`src/rtl/evring_pkg.sv`:
```
package evring_pkg;

    typedef enum logic [2:0] {
        ST_IDLE,
        ST_FETCH,
        ST_CHECK,
        ST_OFFER,
        ST_PUBLISH
    } pass_state_e;

    localparam int SLOT_BYTES_LOG2 = 4;

    function automatic logic slot_owned(input logic seen_bit, input logic expect_bit);
        return seen_bit == expect_bit;
    endfunction

endpackage

```
`src/rtl/evring_index_track.sv`:
```
module evring_index_track #(
    parameter int ENTRIES = 16,
    localparam int IDX_W  = $clog2(ENTRIES)
) (
    input  logic             clk,
    input  logic             rst,
    input  logic             advance,
    output logic [IDX_W-1:0] idx,
    output logic             exp_cycle
);
    localparam logic [IDX_W-1:0] LAST_IDX = IDX_W'(ENTRIES - 1);

    always_ff @(posedge clk) begin
        if (rst) begin
            idx       <= '0;
            exp_cycle <= 1'b1;
        end else if (advance) begin
            if (idx == LAST_IDX) begin
                idx       <= '0;
                exp_cycle <= ~exp_cycle;
            end else begin
                idx <= idx + 1'b1;
            end
        end
    end

    // wrap from the last slot resets the index and flips the expected bit
    a_r6_wrap_flip: assert property (@(posedge clk) disable iff (rst)
        (advance && idx == LAST_IDX) |=> (idx == '0 && exp_cycle != $past(exp_cycle)));

    // the expected bit only changes on a wrap
    a_r6_no_stray_flip: assert property (@(posedge clk) disable iff (rst)
        !(advance && idx == LAST_IDX) |=> $stable(exp_cycle));

endmodule

```
`src/rtl/evring_pass_ctrl.sv`:
```
module evring_pass_ctrl
    import evring_pkg::*;
#(
    parameter int MAX_PER_PASS = 8,
    localparam int CNT_W = $clog2(MAX_PER_PASS + 1)
) (
    input  logic clk,
    input  logic rst,
    input  logic start,
    input  logic owned,
    input  logic ready,
    output logic fetch,
    output logic capture,
    output logic offer,
    output logic consume,
    output logic publish
);
    localparam logic [CNT_W-1:0] BUDGET = CNT_W'(MAX_PER_PASS);

    pass_state_e      state_q, state_d;
    logic [CNT_W-1:0] used_q, used_d;

    always_comb begin
        state_d = state_q;
        used_d  = used_q;
        unique case (state_q)
            ST_IDLE: begin
                if (start) begin
                    state_d = ST_FETCH;
                    used_d  = '0;
                end
            end
            ST_FETCH: state_d = ST_CHECK;
            ST_CHECK: state_d = owned ? ST_OFFER : ST_PUBLISH;
            ST_OFFER: begin
                if (ready) begin
                    used_d  = used_q + 1'b1;
                    state_d = (used_q + 1'b1 == BUDGET) ? ST_PUBLISH : ST_FETCH;
                end
            end
            ST_PUBLISH: state_d = ST_IDLE;
            default:    state_d = ST_IDLE;
        endcase
    end

    always_ff @(posedge clk) begin
        if (rst) begin
            state_q <= ST_IDLE;
            used_q  <= '0;
        end else begin
            state_q <= state_d;
            used_q  <= used_d;
        end
    end

    assign fetch   = (state_q == ST_FETCH);
    assign capture = (state_q == ST_CHECK) && owned;
    assign offer   = (state_q == ST_OFFER);
    assign consume = offer && ready;
    assign publish = (state_q == ST_PUBLISH);

    // the per-pass event count never exceeds the budget
    a_r8_budget_bound: assert property (@(posedge clk) disable iff (rst)
        used_q <= BUDGET);

    // a stalled offer stays in place
    a_r5_offer_holds: assert property (@(posedge clk) disable iff (rst)
        (offer && !ready) |=> offer);

    // a rejected entry goes straight to the pointer write
    a_r3_reject_ends_pass: assert property (@(posedge clk) disable iff (rst)
        (state_q == ST_CHECK && !owned) |=> publish);

endmodule

```
`src/rtl/evring_deq_addr.sv`:
```
module evring_deq_addr
    import evring_pkg::*;
#(
    parameter int ADDR_W = 64,
    parameter int IDX_W  = 4
) (
    input  logic [ADDR_W-1:0] base,
    input  logic [IDX_W-1:0]  idx,
    output logic [ADDR_W-1:0] addr
);
    logic [ADDR_W-1:0] offset;

    always_comb begin
        offset = ADDR_W'(idx) << SLOT_BYTES_LOG2;
        addr   = base + offset;
    end

endmodule

```
`src/rtl/evring_dequeuer.sv`:
```
module evring_dequeuer
    import evring_pkg::*;
#(
    parameter int ENTRIES      = 16,
    parameter int ENTRY_W      = 128,
    parameter int CYCLE_POS    = 96,
    parameter int ADDR_W       = 64,
    parameter int MAX_PER_PASS = 8,
    localparam int IDX_W       = $clog2(ENTRIES)
) (
    input  logic               clk,
    input  logic               rst,
    input  logic               irq_pulse,
    input  logic [ADDR_W-1:0]  ring_base,
    output logic               mem_rd_en,
    output logic [IDX_W-1:0]   mem_rd_idx,
    input  logic [ENTRY_W-1:0] mem_rd_data,
    output logic               evt_valid,
    input  logic               evt_ready,
    output logic [ENTRY_W-1:0] evt_data,
    output logic               deq_wr_en,
    output logic [ADDR_W-1:0]  deq_wr_addr
);
    logic             fetch, capture, offer, consume, publish, owned;
    logic [IDX_W-1:0] cur_idx;
    logic             exp_cycle;
    logic [ENTRY_W-1:0] held_q;

    assign owned = slot_owned(mem_rd_data[CYCLE_POS], exp_cycle);

    evring_pass_ctrl #(.MAX_PER_PASS(MAX_PER_PASS)) u_ctrl (
        .clk     (clk),
        .rst     (rst),
        .start   (irq_pulse),
        .owned   (owned),
        .ready   (evt_ready),
        .fetch   (fetch),
        .capture (capture),
        .offer   (offer),
        .consume (consume),
        .publish (publish)
    );

    evring_index_track #(.ENTRIES(ENTRIES)) u_track (
        .clk       (clk),
        .rst       (rst),
        .advance   (consume),
        .idx       (cur_idx),
        .exp_cycle (exp_cycle)
    );

    evring_deq_addr #(.ADDR_W(ADDR_W), .IDX_W(IDX_W)) u_addr (
        .base (ring_base),
        .idx  (cur_idx),
        .addr (deq_wr_addr)
    );

    always_ff @(posedge clk) begin
        if (rst)          held_q <= '0;
        else if (capture) held_q <= mem_rd_data;
    end

    assign mem_rd_en  = fetch;
    assign mem_rd_idx = cur_idx;
    assign evt_valid  = offer;
    assign evt_data   = held_q;
    assign deq_wr_en  = publish;

    // stalled event keeps its data and the read port stays quiet
    a_r5_stall_stable: assert property (@(posedge clk) disable iff (rst)
        (evt_valid && !evt_ready) |=> (evt_valid && $stable(evt_data) && $stable(mem_rd_idx) && !mem_rd_en));

    // every emitted entry carries the expected ownership bit
    a_r4_emit_owned: assert property (@(posedge clk) disable iff (rst)
        $rose(evt_valid) |-> evt_data[CYCLE_POS] == exp_cycle);

    // the pointer write lasts a single cycle
    a_r7_single_write: assert property (@(posedge clk) disable iff (rst)
        deq_wr_en |=> !deq_wr_en);

    // reading, offering and publishing never overlap
    a_r9_exclusive: assert property (@(posedge clk) disable iff (rst)
        $countones({mem_rd_en, evt_valid, deq_wr_en}) <= 1);

endmodule

```
`config.mk`:
```
export PLATFORM = sky130hd
export DESIGN_NAME = evring_dequeuer
export DESIGN_NICKNAME = d
export VERILOG_FILES = /design/src/rtl/evring_pkg.sv /design/src/rtl/evring_index_track.sv /design/src/rtl/evring_pass_ctrl.sv /design/src/rtl/evring_deq_addr.sv /design/src/rtl/evring_dequeuer.sv
export SDC_FILE = /design/constraint.sdc
export NUM_CORES = 1
export LEC_CHECK = 0
export BUFFER_PORTS_ARGS = -buffer_cell sky130_fd_sc_hd__buf_2
export CAP_MARGIN = 20
export CORE_MARGIN = 2
export CORE_UTILIZATION = 30
export CTS_CLUSTER_DIAMETER = 80
export CTS_CLUSTER_SIZE = 30
export DETAILED_ROUTE_END_ITERATION = 6
export PLACE_DENSITY = 0.68
export RECOVER_POWER = 50
export SLEW_MARGIN = 20
export SYNTH_ARGS = -nofsm -noshare
export SYNTH_HDL_FRONTEND = slang
export SYNTH_HIERARCHICAL = 1
export SYNTH_SLANG_ARGS = --single-unit
```
`constraint.sdc`:
```
create_clock -name clk -period 3.9 [get_ports clk]
set_input_delay 0.39 -clock clk [delete_from_list [all_inputs] [get_ports clk]]
set_output_delay 0.39 -clock clk [all_outputs]
set_load 0.02 [all_outputs]
```
==> impl_metrics.json <==
{
  "die_h_um": 154,
  "synth_edf_count": 0,
  "clock_skew_ps": 11.5,
  "cts_root_buf": "clkbuf_16",
  "cts.htree.levels": 4,
  "start_kind": "flop",
  "syn_inst": 693,
  "path_clk_slew_ps": 70,
  "hold_viol_final": 0,
  "path_max_fanout": 7,
  "r2r_start": "u_track/exp_cycle",
  "ir_drop_mv": 0.209,
  "max_slew_margin_pct": -67.5,
  "status": "complete, but fails checks",
  "grt_pass1_vias": 6130,
  "post-cts-setup-buffers": 0,
  "drive_gt1_share_pct": 28.0,
  "drt_pre_antenna_iters": 4,
  "portBuffers": 386,
  "nets": 1267,
  "hold_class": "in2reg",
  "synth_cell_types": 52,
  "fin_hold_ws_ps": 210,
  "seqCellArea_sq_um": 2800,
  "min_period_over_period_pct": 93.2,
  "grt_pass1_wl_um": 31400,
  "critical_path_required_ps": 3510,
  "cts.sinks": 140,
  "synth_fa_ha_area_share_pct": 1.41,
  "via_count": 6302,
  "setup-violations-final": 0,
  "hold_end": "evt_data[84]",
  "cellPowerDensity_nw_per_um2": 408,
  "cp-end-kind": "output port",
  "setup_tns_ps": 0,
  "critPathMaxStageDelay_ps": 570,
  "netlist_area_sq_um": 6720,
  "grt_max_degree": 86,
  "final.min_clock_period_ps": 3640,
  "fp.dieW_um": 154,
  "post_cts_resize_count": 0,
  "syn_area_per_cell_sq_um": 9.70,
  "slowest_stage": "or4_4",
  "timing.critical_path.buf_inv": 2,
  "synth_compound_area_share_pct": 2.79,
  "ant_nets": 0,
  "core_area_sq_um": 21900,
  "fill_cells": 2275,
  "synth_mux_area_share_pct": 19.4,
  "max_freq_mhz": 275,
  "gp_congestion": 0.930,
  "die_area_sq_um": 23600,
  "area_growth_pct": 35.7,
  "clock_latency_ps": 410,
  "antenna_found_initial": 2,
  "cts_buffer_depth": 2,
  "leakagePower_nw": 3.64,
  "synth_ff_type": "dfxtp_1",
  "ys_ff_latch": 140,
  "arrival_ps": 3250,
  "multiInputGateArea_sq_um": 3480,
  "cts_tree": "built",
  "pin_count": 395,
  "synth_top_family_by_area": "simple AND/OR/NAND/NOR gates",
  "gr-total-overflow": 0,
  "violations": "max-capacitance violations, max-slew violations",
  "post-dp-hpwl_um": 15300,
  "rrSetupSlack_ps": 500,
  "drc": 0,
  "slew_violations": 86,
  "worstPathCellList": "ha_1 > inv_1 > fa_1 > or2b_1 > a21o_1 > or4_4 > or3_4 > xnor2_2 > buf_2",
  "viasPerCell": 4.64,
  "drtIter0Drc": 272,
  "post_drt_wl_per_cell_um": 14.7,
  "whs_path_depth": 3,
  "synthXorXnorAreaFrac_pct": 8.06,
  "async_flop_share_pct": 0,
  "postCtsHoldBufs": 0,
  "synth_simple_gate_area_share_pct": 20.1,
  "synth_nets": 896,
  "reg2regPathDepth": 6,
  "r2r_end": "evt_data[77]",
  "grt_usage_pct": 16.4,
  "std_cell_rows": 54,
  "synth_warnings": 6,
  "rsz0062_at_grt": "false",
  "start_util_pct": 30.7,
  "cts_inserted_buffers": 17,
  "maxCapViolations": 1,
  "synth_seq_area_share_pct": 41.7,
  "crit_type": "reg2out",
  "worst_slew_pin_slew_ps": 2510,
  "drt-total-wl_um": 20000,
  "cp_top_family": "simple AND/OR/NAND/NOR gates",
  "min-delay-start": "mem_rd_data[84]"
}
## placed cells by master, fill, tap and decap left out, types with 2 or more instances in the layout
| master | Yosys | final |
|---|---|---|
| buf_2 | 5 | 250 |
| nor2_1 | 147 | 147 |
| dfxtp_1 | 140 | 140 |
| clkbuf_1 | 14 | 136 |
| mux2i_1 | 130 | 130 |
| xnor2_1 | 41 | 41 |
| nand3_1 | 28 | 28 |
| nand2_1 | 24 | 24 |
| nand4_1 | 21 | 21 |
| xor2_1 | 19 | 19 |
| clkbuf_16 | 0 | 17 |
| nor3_1 | 12 | 12 |
| and3_1 | 11 | 11 |
| inv_1 | 9 | 9 |
| a21oi_1 | 9 | 9 |
| buf_4 | 5 | 6 |
| and2_1 | 6 | 6 |
| ha_1 | 6 | 6 |
| inv_6 | 0 | 4 |
| inv_8 | 0 | 4 |
| o21ai_0 | 4 | 4 |
| nand2b_1 | 3 | 4 |
| bufinv_16 | 0 | 3 |
| and4_1 | 3 | 3 |
| nand3b_1 | 3 | 3 |
| nor3b_1 | 3 | 3 |
| diode_2 | 0 | 2 |
| clkinv_4 | 0 | 2 |
| clkinv_8 | 0 | 2 |
| o21a_1 | 2 | 2 |
| or3_1 | 2 | 2 |
| a21o_1 | 2 | 2 |
| a311oi_2 | 2 | 2 |
| a211oi_1 | 2 | 2 |
## cell usage after synthesis, types with 9 or more instances
| master | number | area (sq um) |
|---|---|---|
| nor2_1 | 147 | 552 |
| dfxtp_1 | 140 | 2800 |
| mux2i_1 | 130 | 1300 |
| xnor2_1 | 41 | 359 |
| nand3_1 | 28 | 140 |
| nand2_1 | 24 | 90.1 |
| nand4_1 | 21 | 131 |
| xor2_1 | 19 | 166 |
| clkbuf_1 | 14 | 52.6 |
| buf_12 | 13 | 260 |
| nor3_1 | 12 | 60.1 |
| and3_1 | 11 | 68.8 |
| a21oi_1 | 9 | 45.0 |
| inv_1 | 9 | 33.8 |
## final cells by class
| cell class | count | share of cell area, % |
|---|---|---|
| tap | 280 | 3.84 |
| inverter | 9 | 0.370 |
| timing repair buffer | 392 | 19.8 |
| multi-input combinational | 504 | 38.1 |
| antenna | 2 | 0.0549 |
| clock buffer | 17 | 4.66 |
| clock inverter | 15 | 2.41 |
| sequential | 140 | 30.7 |
## worst max path at each step
stage | to | cells past startpoint | startpoint | slack (ps)
final | deq_wr_addr[40] | 9 | u_track/idx[0] | 260
after global routing | deq_wr_addr[52] | 9 | u_track/idx[0] | 50
after CTS | deq_wr_addr[40] | 9 | u_track/idx[0] | 230
after detailed placement | deq_wr_addr[40] | 9 | u_track/idx[0] | 690
after global placement | deq_wr_addr[40] | 10 | ring_base[4] | 770
after floorplan | deq_wr_addr[52] | 9 | u_track/idx[0] | 720
## worst reg2reg max path: cells and delay by family (launching register included)
kind	cells	cell delay, ps
buffers and inverters	1	1740
XOR/XNOR	1	280
multiplexers	1	520
flip-flops	1	330
AND/OR/NAND/NOR	3	370
## per-stage QoR
stage,utilization [%],std cells,worst slack (ps),total power [mW],cell area [sq um]
detailed placement,39.6,1325,687,2.02,8670
CTS,42.5,1357,229,3.79,9310
finish,41.7,1359,264,3.72,9120
global placement,39.6,1325,766,2.01,8670
floorplan,-,693,716,1.82,6720
global route,41.7,1359,47.8,3.90,9120
## power breakdown
group	total (mW)	internal, mW	switching [mW]
sequential	1.49	1.47	0.0248
clock	1.75	1.05	0.702
combinational	0.482	0.198	0.284
## logic make-up after synthesis
family | Yosys count
DFF | 140
buffers and inverters | 49
adders and majority gates | 7
muxes | 130
and+or+nand+nor | 279
xor gates and xnor gates | 61
AOI/OAI and AO/OA | 27
## per-layer routing
| layer | vias up | share of wire [%] | GRT usage [%] |
|---|---|---|---|
| li1 | 3115 | - | - |
| met1 | 2863 | 40 | 18.1 |
| met2 | 289 | 50 | 29.5 |
| met3 | 35 | 7.5 | 4.79 |
| met4 | 0 | 2.6 | 6.64 |
| met5 | - | 0 | 0 |
## registers in the layout (all words and copies together), names as in the netlist
register           cells
evt_data             128
u_ctrl/state_q         3
u_ctrl/used_q          4
u_track/exp_cycle      1
u_track/idx            4
Power figures use the tool's default switching activity.
